[config.mk]
export PLATFORM = sky130hd
export DESIGN_NAME = bkpt_match_unit
export DESIGN_NICKNAME = d
export VERILOG_FILES = /design/src/rtl/bkpt_pkg.sv /design/src/rtl/bkpt_regs.sv /design/src/rtl/bkpt_cmp.sv /design/src/rtl/bkpt_ctrl.sv /design/src/rtl/bkpt_match_unit.sv
export SDC_FILE = /design/constraint.sdc
export NUM_CORES = 1
export LEC_CHECK = 0
export BUFFER_PORTS_ARGS = -buffer_cell sky130_fd_sc_hd__clkbuf_2
export CAP_MARGIN = 20
export CORE_ASPECT_RATIO = 1.25
export CORE_UTILIZATION = 45
export DETAILED_ROUTE_END_ITERATION = 8
export GPL_TIMING_DRIVEN = 0
export HOLD_SLACK_MARGIN = 0.15
export PLACE_DENSITY = 0.68
export SLEW_MARGIN = 40
export SYNTH_ARGS = -nofsm -noshare
export SYNTH_HDL_FRONTEND = slang
export SYNTH_HIERARCHICAL = 1
export SYNTH_SLANG_ARGS = --single-unit
[constraint.sdc]
create_clock -name clk -period 2.95 [get_ports clk]
set_input_delay 0.1475 -clock clk [delete_from_list [all_inputs] [get_ports clk]]
set_output_delay 0.1475 -clock clk [all_outputs]
set_load 0.03 [all_outputs]
[src/rtl/bkpt_pkg.sv]
package bkpt_pkg;
  // Source selection for the switchable breakpoints
  typedef enum logic {
    FLEX_DATA_ADDR = 1'b0,
    FLEX_REG_ID    = 1'b1
  } flex_mode_e;
endpackage

[src/rtl/bkpt_regs.sv]
// Host-visible storage: breakpoint values, control word, status read-back
module bkpt_regs #(
  parameter int W     = 16,
  parameter int NPROG = 4,
  parameter int NFLEX = 2,
  parameter int AW    = 3
) (
  input  logic                   clk,
  input  logic                   rst_n,
  input  logic                   host_bg_mode,
  input  logic                   host_wr,
  input  logic                   host_rd,
  input  logic [AW-1:0]          host_addr,
  input  logic [W-1:0]           host_wdata,
  input  logic [NPROG+NFLEX-1:0] status,
  output logic [(NPROG+NFLEX)*W-1:0] bp_flat,
  output logic                   armed,
  output logic [NFLEX-1:0]       flex_mode,
  output logic [W-1:0]           host_rdata
);
  localparam int NBP = NPROG + NFLEX;
  localparam int CW  = NFLEX + 1;
  localparam logic [AW-1:0] CTRL_A = AW'(NBP);
  localparam logic [AW-1:0] STAT_A = AW'(NBP + 1);

  logic           wr_ok;
  logic [W-1:0]   bp_q  [NBP];
  logic [NBP-1:0] bp_we;
  logic [CW-1:0]  ctrl_q, ctrl_d;
  logic           ctrl_we;

  assign wr_ok = host_bg_mode && host_wr;

  always_comb begin
    for (int i = 0; i < NBP; i++) begin
      bp_we[i] = wr_ok && (host_addr == AW'(i));
    end
    ctrl_we = wr_ok && (host_addr == CTRL_A);
    ctrl_d  = host_wdata[CW-1:0];
  end

  for (genvar i = 0; i < NBP; i++) begin : g_bp
    always_ff @(posedge clk or negedge rst_n) begin
      if (!rst_n) begin
        bp_q[i] <= '1;
      end else if (bp_we[i]) begin
        bp_q[i] <= host_wdata;
      end
    end
    assign bp_flat[i*W +: W] = bp_q[i];
  end

  always_ff @(posedge clk or negedge rst_n) begin
    if (!rst_n) begin
      ctrl_q <= '0;
    end else if (ctrl_we) begin
      ctrl_q <= ctrl_d;
    end
  end

  assign armed     = ctrl_q[0];
  assign flex_mode = ctrl_q[CW-1:1];

  always_comb begin
    host_rdata = '0;
    if (host_bg_mode && host_rd) begin
      if (int'(host_addr) < NBP) begin
        host_rdata = bp_q[host_addr];
      end else if (host_addr == CTRL_A) begin
        host_rdata = W'(ctrl_q);
      end else if (host_addr == STAT_A) begin
        host_rdata = W'(status);
      end
    end
  end
endmodule

[src/rtl/bkpt_cmp.sv]
// One comparator; FLEX selects the switchable variant
module bkpt_cmp import bkpt_pkg::*; #(
  parameter int W    = 16,
  parameter bit FLEX = 1'b0
) (
  input  logic         fetch_vld,
  input  logic [W-1:0] fetch_addr,
  input  logic         daddr_vld,
  input  logic [W-1:0] daddr,
  input  logic         rid_vld,
  input  logic [W-1:0] rid,
  input  logic [W-1:0] bp_val,
  input  logic         mode,
  output logic         hit
);
  logic use_rid;
  logic fetch_hit, data_hit, rid_hit;

  always_comb begin
    use_rid   = FLEX && (flex_mode_e'(mode) == FLEX_REG_ID);
    fetch_hit = !FLEX && fetch_vld && (fetch_addr == bp_val);
    data_hit  = FLEX && !use_rid && daddr_vld && (daddr == bp_val);
    rid_hit   = use_rid && rid_vld && (rid == bp_val);
    hit       = fetch_hit || data_hit || rid_hit;
  end
endmodule

[src/rtl/bkpt_ctrl.sv]
// Break generation, debug flag and cause capture
module bkpt_ctrl #(
  parameter int NBP = 6
) (
  input  logic           clk,
  input  logic           rst_n,
  input  logic [NBP-1:0] hits,
  input  logic           armed,
  input  logic           user_run,
  input  logic           resume,
  output logic           break_pulse,
  output logic           dbg_mode,
  output logic [NBP-1:0] status
);
  logic           fire;
  logic           pulse_d, dbg_d;
  logic [NBP-1:0] stat_d;

  always_comb begin
    fire    = armed && user_run && !dbg_mode && (|hits);
    pulse_d = fire;
    dbg_d   = dbg_mode;
    stat_d  = status;
    if (fire) begin
      dbg_d  = 1'b1;
      stat_d = hits;
    end else if (resume) begin
      dbg_d  = 1'b0;
      stat_d = '0;
    end
  end

  always_ff @(posedge clk or negedge rst_n) begin
    if (!rst_n) begin
      break_pulse <= 1'b0;
      dbg_mode    <= 1'b0;
      status      <= '0;
    end else begin
      break_pulse <= pulse_d;
      dbg_mode    <= dbg_d;
      status      <= stat_d;
    end
  end
endmodule

[src/rtl/bkpt_match_unit.sv]
module bkpt_match_unit #(
  parameter int W     = 16,
  parameter int NPROG = 4,
  parameter int NFLEX = 2,
  parameter int AW    = $clog2(NPROG + NFLEX + 2)
) (
  input  logic                   clk,
  input  logic                   rst_n,
  input  logic                   host_bg_mode,
  input  logic                   host_wr,
  input  logic                   host_rd,
  input  logic [AW-1:0]          host_addr,
  input  logic [W-1:0]           host_wdata,
  output logic [W-1:0]           host_rdata,
  input  logic                   host_resume,
  input  logic                   cpu_user_run,
  input  logic                   fetch_vld,
  input  logic [W-1:0]           fetch_addr,
  input  logic                   dmem_rd,
  input  logic                   dmem_wr,
  input  logic [W-1:0]           dmem_addr,
  input  logic                   reg_acc_vld,
  input  logic [W-1:0]           reg_acc_id,
  output logic                   break_pulse,
  output logic                   dbg_mode,
  output logic [NPROG+NFLEX-1:0] brk_status
);
  localparam int NBP = NPROG + NFLEX;

  logic                srst_n;
  logic [1:0]          sync_q;
  logic [NBP*W-1:0]    bp_flat;
  logic                armed;
  logic [NFLEX-1:0]    flex_mode;
  logic [NBP-1:0]      hits;
  logic                daddr_vld;
  logic                resume;

  // Asynchronous assertion, clocked release
  always_ff @(posedge clk or negedge rst_n) begin
    if (!rst_n) begin
      sync_q <= '0;
    end else begin
      sync_q <= {sync_q[0], 1'b1};
    end
  end
  assign srst_n = sync_q[1];

  assign daddr_vld = dmem_rd || dmem_wr;
  assign resume    = host_bg_mode && host_resume;

  bkpt_regs #(.W(W), .NPROG(NPROG), .NFLEX(NFLEX), .AW(AW)) u_regs (
    .clk          (clk),
    .rst_n        (srst_n),
    .host_bg_mode (host_bg_mode),
    .host_wr      (host_wr),
    .host_rd      (host_rd),
    .host_addr    (host_addr),
    .host_wdata   (host_wdata),
    .status       (brk_status),
    .bp_flat      (bp_flat),
    .armed        (armed),
    .flex_mode    (flex_mode),
    .host_rdata   (host_rdata)
  );

  for (genvar i = 0; i < NBP; i++) begin : g_cmp
    if (i < NPROG) begin : g_prog
      bkpt_cmp #(.W(W), .FLEX(1'b0)) u_cmp (
        .fetch_vld  (fetch_vld),
        .fetch_addr (fetch_addr),
        .daddr_vld  (daddr_vld),
        .daddr      (dmem_addr),
        .rid_vld    (reg_acc_vld),
        .rid        (reg_acc_id),
        .bp_val     (bp_flat[i*W +: W]),
        .mode       (1'b0),
        .hit        (hits[i])
      );
    end else begin : g_flex
      bkpt_cmp #(.W(W), .FLEX(1'b1)) u_cmp (
        .fetch_vld  (fetch_vld),
        .fetch_addr (fetch_addr),
        .daddr_vld  (daddr_vld),
        .daddr      (dmem_addr),
        .rid_vld    (reg_acc_vld),
        .rid        (reg_acc_id),
        .bp_val     (bp_flat[i*W +: W]),
        .mode       (flex_mode[i-NPROG]),
        .hit        (hits[i])
      );
    end
  end

  bkpt_ctrl #(.NBP(NBP)) u_ctrl (
    .clk         (clk),
    .rst_n       (srst_n),
    .hits        (hits),
    .armed       (armed),
    .user_run    (cpu_user_run),
    .resume      (resume),
    .break_pulse (break_pulse),
    .dbg_mode    (dbg_mode),
    .status      (brk_status)
  );
endmodule

==> metrics.log <==
[metrics] result of the run: complete, but fails checks
[metrics] violated checks: design-rule violations
[metrics] antenna violations before repair: 0
[metrics] Inserted Diodes: 0
[metrics] top library cells by usage in the layout, fill and taps aside: clkbuf_2 (99), dfstp_2 (96), mux2_2 (94)
[metrics] RD Place Congestion: 0.867
[metrics] setup tns final: 0 ns
[metrics] Port Buf Inserts: 98
[metrics] max_slew headroom: 60.8%
[metrics] number of primary I/O pins: 102
[metrics] crit-path leading delay family: simple AND/OR/NAND/NOR gates
[metrics] DRC viols: 16
[metrics] area of the placeable core: 0.0145 mm2
[metrics] P&R area growth vs syn: 18.0%
[metrics] Syn Area/Cell: 12.7 um2
[metrics] leading cell type in the layout, fill and taps excluded: clkbuf_2
[metrics] critical path launch point type: register
[metrics] DPL Wire Length: 14400 um
[metrics] std cell rows: 49
[metrics] type of the worst setup path: reg -> reg
[metrics] class of the worst hold path: in -> reg
[metrics] # setup viols final: 0
[metrics] height of the chip: 139 um
[metrics] wire length of the first global-routing pass: 30100 um
[metrics] count of fill cells added during filler insertion: 1248
[metrics] Net Count, Synth: 608
[metrics] max_cap viols: 0
[metrics] share of post-route cells with drive strength above 1: 55.9%
[metrics] starting density of the core: 46.5%
[metrics] Post-Synthesis Cell Area: 0.00673 mm2
[metrics] buffers from clock root to sink, at most: 2
[metrics] static leakage: 3.17 nW
[metrics] clock edge transition at the registers on the reported setup and hold paths: 0.07 ns
[metrics] die outline width: 111 um
[metrics] signal arrival time at the worst endpoint: 2.64 ns
[metrics] setup repair after global routing missed its margin: no
[metrics] first-pass detailed-route iteration total: 6
[metrics] TritonCTS clock tree: built
[metrics] largest net degree at the start of global routing: 43
[metrics] cells along the critical path: xnor2_1 -> nand4_1 -> or4_1 -> o22ai_1 -> o31a_1 -> buf_6 -> o31ai_2
[metrics] slew of the pin with the lowest slew margin: 0.588 ns
[metrics] period utilization: 82.0%
[metrics] Crit. End Element: register
[metrics] net count of the finished layout: 733
[metrics] slowest CP cell: dfstp_2
[metrics] DR vias: 4784
[metrics] clock tree root buffer cell: clkbuf_16
[metrics] number of pins exceeding their max-slew limit in the final report: 0
[metrics] Buffers & Inverters on Critical Path: 1
[metrics] worst reg2reg setup slack: 0.53 ns
[metrics] ratio of total power to cell area: 638 mW/mm2
[metrics] final period demand of the worst path: 2.42 ns
[metrics] Die Footprint: 0.0155 mm2
[metrics] synthesized instance count: 530
[metrics] final antenna-violating net count: 0
[metrics] worst reg-to-reg path cell count: 7
[metrics] number of buffers created by CTS: 9
[metrics] violation count after the first detailed-routing iteration: 343
[metrics] endpoint of the most critical register-to-register path: u_ctrl/status[5]
[metrics] DP Area: 0.00749 mm2
[metrics] vias in the first global route: 5269
[metrics] longest individual stage delay on the worst path: 0.62 ns
[metrics] Max VDD drop: 0.000304 V
[metrics] Endpoint, Worst Hold: u_regs/bp_flat[60]
[metrics] CTS HTree Levels: 3
[metrics] cell area after layout: 0.00794 mm2
[metrics] Req. time, crit path: 3.17 ns
[metrics] start point of the critical path: u_regs/bp_flat[66]
[metrics] upper clock frequency limit: 413 MHz
[metrics] Worst Min Path Start: host_wdata[12]
[metrics] post-layout power: 5.07 mW
[metrics] Hold Path Depth: 2
[metrics] setup bufs post-CTS: 0
[metrics] clk_skew: 0.00823 ns
[metrics] yosys warns: 6
[metrics] via count normalized by instance count: 5.71
[metrics] clock insertion delay at the later pin of the skew report: 0.36 ns
[metrics] Critical R2R Launch: u_regs/bp_flat[66]
[metrics] count of endpoints failing hold in the final timing report: 0
[metrics] clock sink count: 109
[metrics] critical-path maximum fanout: 8
[metrics] Congestion Overflow GR: 0
[metrics] global router's overall resource usage: 25.8%
[metrics] total wire length: 18900 um
[metrics] final routed wire length divided by cell count: 22.5 um
-- through the flow --
| step | worst slack, ns | std cells | hold slack [ns] | utilization [%] |
|---|---|---|---|---|
| final | 0.531 | 838 | 0.154 | 54.9 |
| after global routing | 0.429 | 838 | 0.162 | 54.9 |
| after CTS | 0.571 | 838 | 0.154 | 54.9 |
| after detailed placement | 0.579 | 808 | -0.0650 | 51.8 |
| after global placement | 0.575 | 806 | -0.0665 | 51.5 |
| after floorplan | 0.914 | 530 | -0.148 | - |
-- registers in the layout (all words and copies together) (netlist names) --
name / count
u_ctrl/status: 6
u_regs/ctrl_q: 3
sync_q: 2
u_ctrl/break_pulse: 1
u_regs/bp_flat: 96
u_ctrl/dbg_mode: 1
-- how the worst max path moves through the flow --
stage	cells past startpoint	slack, ns	endpoint
after CTS	7	0.57	u_ctrl/status[1]
after floorplan	8	0.91	u_ctrl/dbg_mode
after global routing	8	0.43	u_ctrl/status[1]
final	7	0.53	u_ctrl/status[5]
after global placement	0	0.58	u_regs/ctrl_q[2]
after detailed placement	7	0.58	u_ctrl/status[1]
-- what timing repair did --
item,CTS,global route
endpoints found under the hold margin,58,0
hold buffers,14,0
resized for setup,0,0
-- metal layers --
| metal | wire length, um | vias up | global-route usage, % |
|---|---|---|---|
| li1 | - | 2147 | - |
| met4 | 503 | 0 | 9.32 |
| met3 | 950 | 28 | 3.98 |
| met5 | 0 | - | 0 |
| met1 | 8240 | 2455 | 34.8 |
| met2 | 9180 | 154 | 42.2 |
-- where the power goes --
group	switching, mW	internal (mW)	leakage [nW]
sequential	0.385	2.05	1.18
clock	0.552	0.728	0.152
combinational	0.573	0.776	1.84
-- worst register-to-register path, stage by stage, from the launching register on --
cell and delay, ns:
dfstp_2 0.62, xnor2_1 0.15, nand4_1 0.16, or4_1 0.55
o22ai_1 0.37, o31a_1 0.21, buf_6 0.16, o31ai_2 0.07
-- area by class of cell --
cell class              count  area, um2  share of cell area (%)
plain buffers              22        184                    2.32
clock inverters             3       42.5                   0.536
well taps                 178        223                    2.80
flip-flops and latches    109       2850                    35.9
clock buffers              13        270                    3.40
repair buffers            114        671                    8.44
inverters                  16       60.1                   0.756
multi-input cells         383       3640                    45.8
No activity file was read; power rests on OpenSTA's default activity.
